$ cat config.mk
export PLATFORM = sky130hd
export DESIGN_NAME = disp2_ctrl
export DESIGN_NICKNAME = d
export VERILOG_FILES = /design/src/rtl/disp2_pkg.sv /design/src/rtl/disp2_scan.sv /design/src/rtl/disp2_selftest.sv /design/src/rtl/disp2_ctrl.sv
export SDC_FILE = /design/constraint.sdc
export NUM_CORES = 1
export LEC_CHECK = 0
export BUFFER_PORTS_ARGS = -buffer_cell sky130_fd_sc_hd__buf_2
export CAP_MARGIN = 20
export CORE_UTILIZATION = 55
export DETAILED_ROUTE_END_ITERATION = 16
export PLACE_DENSITY_LB_ADDON = 0.3
export SLEW_MARGIN = 5
export SYNTH_ARGS = -nofsm -noshare
export SYNTH_HDL_FRONTEND = slang
export SYNTH_HIERARCHICAL = 1
export SYNTH_SLANG_ARGS = --single-unit
$ cat constraint.sdc
create_clock -name clk -period 3.7 [get_ports clk]
set_input_delay 0.74 -clock clk [delete_from_list [all_inputs] [get_ports clk]]
set_output_delay 0.74 -clock clk [all_outputs]
set_load 0.01 [all_outputs]
$ cat src/rtl/disp2_pkg.sv
package disp2_pkg;
  localparam int unsigned NCHAR  = 22;
  localparam int unsigned CHAR_W = 5;
  localparam int unsigned SEG_W  = 7;

  typedef logic [CHAR_W-1:0] char_t;
  typedef logic [SEG_W-1:0]  seg_t;

  // Segment order: bit 0 = a ... bit 6 = g, active high.
  function automatic seg_t glyph(input char_t c);
    seg_t s;
    case (c)
      5'd0:  s = 7'h3F;
      5'd1:  s = 7'h06;
      5'd2:  s = 7'h5B;
      5'd3:  s = 7'h4F;
      5'd4:  s = 7'h66;
      5'd5:  s = 7'h6D;
      5'd6:  s = 7'h7D;
      5'd7:  s = 7'h07;
      5'd8:  s = 7'h7F;
      5'd9:  s = 7'h6F;
      5'd10: s = 7'h77;
      5'd11: s = 7'h7C;
      5'd12: s = 7'h39;
      5'd13: s = 7'h5E;
      5'd14: s = 7'h79;
      5'd15: s = 7'h71;
      5'd16: s = 7'h76;
      5'd17: s = 7'h38;
      5'd18: s = 7'h5C;
      5'd19: s = 7'h73;
      5'd20: s = 7'h3E;
      5'd21: s = 7'h40;
      default: s = '0; // unused codes stay dark
    endcase
    return s;
  endfunction
endpackage

$ cat src/rtl/disp2_scan.sv
module disp2_scan #(
  parameter int unsigned DIG_CYC = 8000
) (
  input  logic clk,
  input  logic rst_n,
  output logic sel,
  output logic blank
);
  localparam int unsigned CNT_W = (DIG_CYC > 2) ? $clog2(DIG_CYC) : 1;

  logic [CNT_W-1:0] cnt_q, cnt_d;
  logic             sel_q, sel_d;
  logic             wrap;

  always_comb begin
    wrap  = (cnt_q == CNT_W'(DIG_CYC - 1));
    cnt_d = wrap ? '0 : cnt_q + 1'b1;
    sel_d = wrap ? ~sel_q : sel_q;
  end

  always_ff @(posedge clk or negedge rst_n) begin
    if (!rst_n) begin
      cnt_q <= '0;
      sel_q <= 1'b0;
    end else begin
      cnt_q <= cnt_d;
      sel_q <= sel_d;
    end
  end

  assign sel   = sel_q;
  assign blank = (cnt_q == '0);
endmodule

$ cat src/rtl/disp2_selftest.sv
module disp2_selftest
  import disp2_pkg::*;
#(
  parameter int unsigned STEP_CYC = 250000
) (
  input  logic  clk,
  input  logic  rst_n,
  input  logic  sck_in,
  input  logic  sdi_in,
  output logic  test_mode,
  output char_t test_val
);
  localparam int unsigned TC_W = (STEP_CYC > 2) ? $clog2(STEP_CYC) : 1;

  logic            armed_q, armed_d;
  logic            mode_q, mode_d;
  logic [TC_W-1:0] tcnt_q, tcnt_d;
  char_t           val_q, val_d;
  logic            tick;

  always_comb begin
    armed_d = 1'b1;
    mode_d  = armed_q ? mode_q : (~sck_in & ~sdi_in);
    tick    = (tcnt_q == TC_W'(STEP_CYC - 1));
    tcnt_d  = tick ? '0 : tcnt_q + 1'b1;
    val_d   = val_q;
    if (mode_q && tick)
      val_d = (val_q == char_t'(NCHAR - 1)) ? '0 : val_q + 1'b1;
  end

  always_ff @(posedge clk or negedge rst_n) begin
    if (!rst_n) begin
      armed_q <= 1'b0;
      mode_q  <= 1'b0;
      tcnt_q  <= '0;
      val_q   <= '0;
    end else begin
      armed_q <= armed_d;
      mode_q  <= mode_d;
      tcnt_q  <= tcnt_d;
      val_q   <= val_d;
    end
  end

  assign test_mode = mode_q;
  assign test_val  = val_q;
endmodule

$ cat src/rtl/disp2_ctrl.sv
module disp2_ctrl
  import disp2_pkg::*;
#(
  parameter int unsigned CLK_HZ   = 1000000,
  parameter int unsigned DIGIT_MS = 8,
  parameter int unsigned STEP_MS  = 250,
  parameter int unsigned CODE_W   = 8
) (
  input  logic              clk,
  input  logic              rst_n,
  input  logic              wr_stb,
  input  logic [CODE_W-1:0] wr_code0,
  input  logic [CODE_W-1:0] wr_code1,
  input  logic              sck_in,
  input  logic              sdi_in,
  output logic [SEG_W-1:0]  seg_o,
  output logic [1:0]        dig_en_o
);
  localparam int unsigned DIG_CYC  = CLK_HZ * DIGIT_MS / 1000;
  localparam int unsigned STEP_CYC = CLK_HZ * STEP_MS / 1000;
  localparam int unsigned NDIG     = 2;

  // Reset synchronizer: assert asynchronously, release on the clock.
  logic rs1_q, rs2_q, rst_sync_n;
  always_ff @(posedge clk or negedge rst_n) begin
    if (!rst_n) begin
      rs1_q <= 1'b0;
      rs2_q <= 1'b0;
    end else begin
      rs1_q <= 1'b1;
      rs2_q <= rs1_q;
    end
  end
  assign rst_sync_n = rs2_q;

  logic  sel, blank, test_mode;
  char_t test_val;

  disp2_scan #(.DIG_CYC(DIG_CYC)) u_scan (
    .clk(clk), .rst_n(rst_sync_n), .sel(sel), .blank(blank)
  );

  disp2_selftest #(.STEP_CYC(STEP_CYC)) u_test (
    .clk(clk), .rst_n(rst_sync_n), .sck_in(sck_in), .sdi_in(sdi_in),
    .test_mode(test_mode), .test_val(test_val)
  );

  // Per-digit code registers, upper byte bits dropped.
  char_t [NDIG-1:0] code_q;
  char_t [NDIG-1:0] wr_bus;
  logic             wr_en;

  assign wr_bus[0] = wr_code0[CHAR_W-1:0];
  assign wr_bus[1] = wr_code1[CHAR_W-1:0];
  assign wr_en     = wr_stb & ~test_mode;

  for (genvar g = 0; g < NDIG; g++) begin : g_dig
    char_t code_d;
    always_comb code_d = wr_en ? wr_bus[g] : code_q[g];
    always_ff @(posedge clk or negedge rst_sync_n) begin
      if (!rst_sync_n) code_q[g] <= '0;
      else             code_q[g] <= code_d;
    end
  end

  char_t shown;
  always_comb begin
    shown    = test_mode ? test_val : code_q[sel];
    seg_o    = blank ? '0 : glyph(shown);
    dig_en_o = sel ? 2'b10 : 2'b01;
  end
endmodule

==> reports/results.ini <==
[run_status]
status=finished, final reports clean

[yosys]
syn_nets=337
ys_top_cells_by_area=dfrtp_1 (41%), ha_1 (5.2%), mux2_2 (4.3%), xor2_1 (2.8%), o21ai_0 (2.6%)
yosysUniqueCellTypes=61
async_reset_ff_frac=1.00
syn_area_um2=3140
ys_seq_area_frac=0.407
synth.avg_cell_area_um2=10.3
yosysTopAreaCell=dfrtp_1
synthFlopType=dfrtp_1
synth_cells=303
yosys_warnings=6
synth_most_common_cell=dfrtp_1
ys_ff_latch=51
netlist_top_cells_count=dfrtp_1 (51), nor2_1 (17), nand2_1 (16), o21ai_0 (16), a21oi_1 (14)
synth_edf_count=0
synth_top_area_frac=0.407

[placement]
io_buffers=23
postPlaceCellArea_um2=3270
gp_congestion=0.876
hpwl_mm=4.19

[worst_setup_path]
slowest_delay_ns=0.43
cp-start-kind=flop
r2r_cells=3
worstPathRequired_ns=2.96
crit_chain=buf_4 > mux2i_1 > o21a_2 > inv_1 > ha_1 > a211oi_1 > a21oi_1 > o211a_1 > a2111oi_2 > buf_2
crit_arrival_ns=2.74
end_kind=output port
worstPathMaxFanout=8
slowest_stage=dfrtp_1
critPathKind=flop to output port

[power]
clock_power_share=0.273
combPwrFrac=0.219
p_leak_uw=0.00146
switching_share=0.292
peakVddDrop_mv=0.271
power.total_uw=1180
p_per_area_nw_per_um2=348
p_seq_frac=0.508
p_int_uw=832
switching_power_uw=344

[floorplanning]
die_w_um=77.5
rows=27
start_util=0.569
die_h_um=77.5
fp.coreArea_um2=5510
dieArea_um2=6010
io_pins=30

[global_route]
busiest_layer=met2
grt_pass1_vias=2151
overflow=0
met2_usage=0.342
grt_pass1_wl_mm=10.1
grt_use_total=0.209
met3_usage=0.0341
groute.layer.met1.usage=0.290
grt_max_degree=50
antenna_found_initial=0

[clock_network]
cts_root_buffer=clkbuf_8
cts.htree.levels=2
cts_setup_buffers=0
clockBufferDepth=2
cts.sinks=51
cts_made_buffers=5
clk_pin_slew_worst_paths_ns=0.09
clkLatencyLatePin_ns=0.30
tritoncts=yes

[timing]
hold_violations=0
skew_ns=0.00428
post-route-min-period_ns=3.48
slew_violations=0
min_period_over_period=0.940
finalSetupTns_ns=0
tightest_slew_ns=0.936
report.final.setup_viol=0
rsz0062_at_grt=no
relSlewSlack=0.375
whs_ns=0.203
max_clock_freq_mhz=288

[detailed_routing]
avgViaCountPerCell=5.90
drc_errors=0
final_antenna_net_count=0
wl_mm=5.95
vias=2344
first_pass_iters=4
first_iter_violations=105
drt-wirelength-per-cell_um=15.0

[layout]
drive_gt1_frac=0.206
n_antenna_cell=0
n_fill_cell=482
area_growth_pct=7.86
final_cell_area_um2=3380
post-route-util=0.614
finalNetCount=358

[run]
cap_violations=0

[worst_hold_path]
hp-class=input pin to async pin

cells in the final DEF (no fill, tap or decap), drive strengths merged, types with 8 or more instances in the layout:
master,synthesis,routed
ha,13,13
xor2,10,10
mux2,13,13
nand4,12,12
o21ai,20,20
inv,8,8
nand2,16,16
mux2i,9,9
dfrtp,51,51
nor2b,10,10
buf,11,27
nand3,11,11
nor2,17,17
a21oi,16,16
power groups by stage:
stage / Combinational, µW / Sequential, µW / Clock [µW]
CTS: 249 / 603 / 336
global route: 286 / 601 / 353
finish: 257 / 597 / 321
detailed placement: 248 / 614 / 0
floorplan: 194 / 604 / 0
global placement: 243 / 613 / 0
final timing paths:
path	endpoint	slack, ns	startpoint
min in group clk	rs2_q$_DFF_PN0_	0.36	rs1_q$_DFF_PN0_
max in group asynchronous	u_scan/cnt_q[11]$_DFF_PN0_	2.95	rs2_q$_DFF_PN0_
min reg2reg	u_test/tcnt_q[0]$_DFF_PN0_	0.24	rs2_q$_DFF_PN0_
min	rs2_q$_DFF_PN0_	0.20	rst_n
max	seg_o[6]	0.22	u_scan/sel$_DFFE_PN0N_
max reg2reg	code_q[2]$_DFFE_PN0P_	1.73	u_test/test_mode$_DFFE_PN0N_
registers in the layout, summed over array words and instances, names as in the netlist:
signal	flops
u_test/tcnt_q	18
u_scan/sel	1
u_test/test_val	5
rs2_q	1
u_test/test_mode	1
u_scan/cnt_q	13
rs1_q	1
u_test/armed_q	1
code_q	10
cell type report:
| type | instances | area [µm²] | area share |
|---|---|---|---|
| Inverter | 8 | 30.0 | 0.00888 |
| Tap cell | 72 | 90.1 | 0.0266 |
| Clock inverter | 2 | 17.5 | 0.00518 |
| Clock buffer | 6 | 72.6 | 0.0215 |
| Timing Repair Buffer | 27 | 158 | 0.0466 |
| Sequential cell | 51 | 1280 | 0.378 |
| Multi-Input combinational cell | 231 | 1740 | 0.514 |
stage by stage:
step	setup WS, ns	std cells
finish	0.223	397
floorplan	0.490	303
global placement	0.506	388
CTS	0.126	396
global route	0.0238	397
detailed placement	0.487	388
cells by family (layout without fill, tap and decap cells):
logic type / Yosys count / count (layout) / share of synthesized area
simple gates: 108 / 108 / 0.213
xor+xnor: 17 / 17 / 0.0475
fa+ha+maj: 13 / 13 / 0.0519
other cells: 2 / 2 / 0.00240
buf+inv: 21 / 43 / 0.0395
flops: 51 / 51 / 0.407
mux: 22 / 22 / 0.0846
compound gates: 69 / 69 / 0.154
worst max-delay path, delay by kind of cell (launching register included):
family / cells / cell delay (ns)
compound gates: 5 / 1.04
buf+inv: 3 / 0.51
flops: 1 / 0.43
fa+ha+maj: 1 / 0.28
mux: 1 / 0.20
layer usage:
metal | wire, µm | vias up | share of wire
li1 | - | 1158 | -
met1 | 2940 | 1148 | 0.49
met2 | 2820 | 34 | 0.47
met3 | 153 | 4 | 0.026
met4 | 33 | 0 | 0.0055
met5 | 0 | - | 0
timing repair:
action | 4_1_cts | 5_1_grt
hold buffers | 0 | 0
setup endpoints to repair | 0 | 2
resized for setup | 0 | 1
No activity file was read; power rests on OpenSTA's default activity.
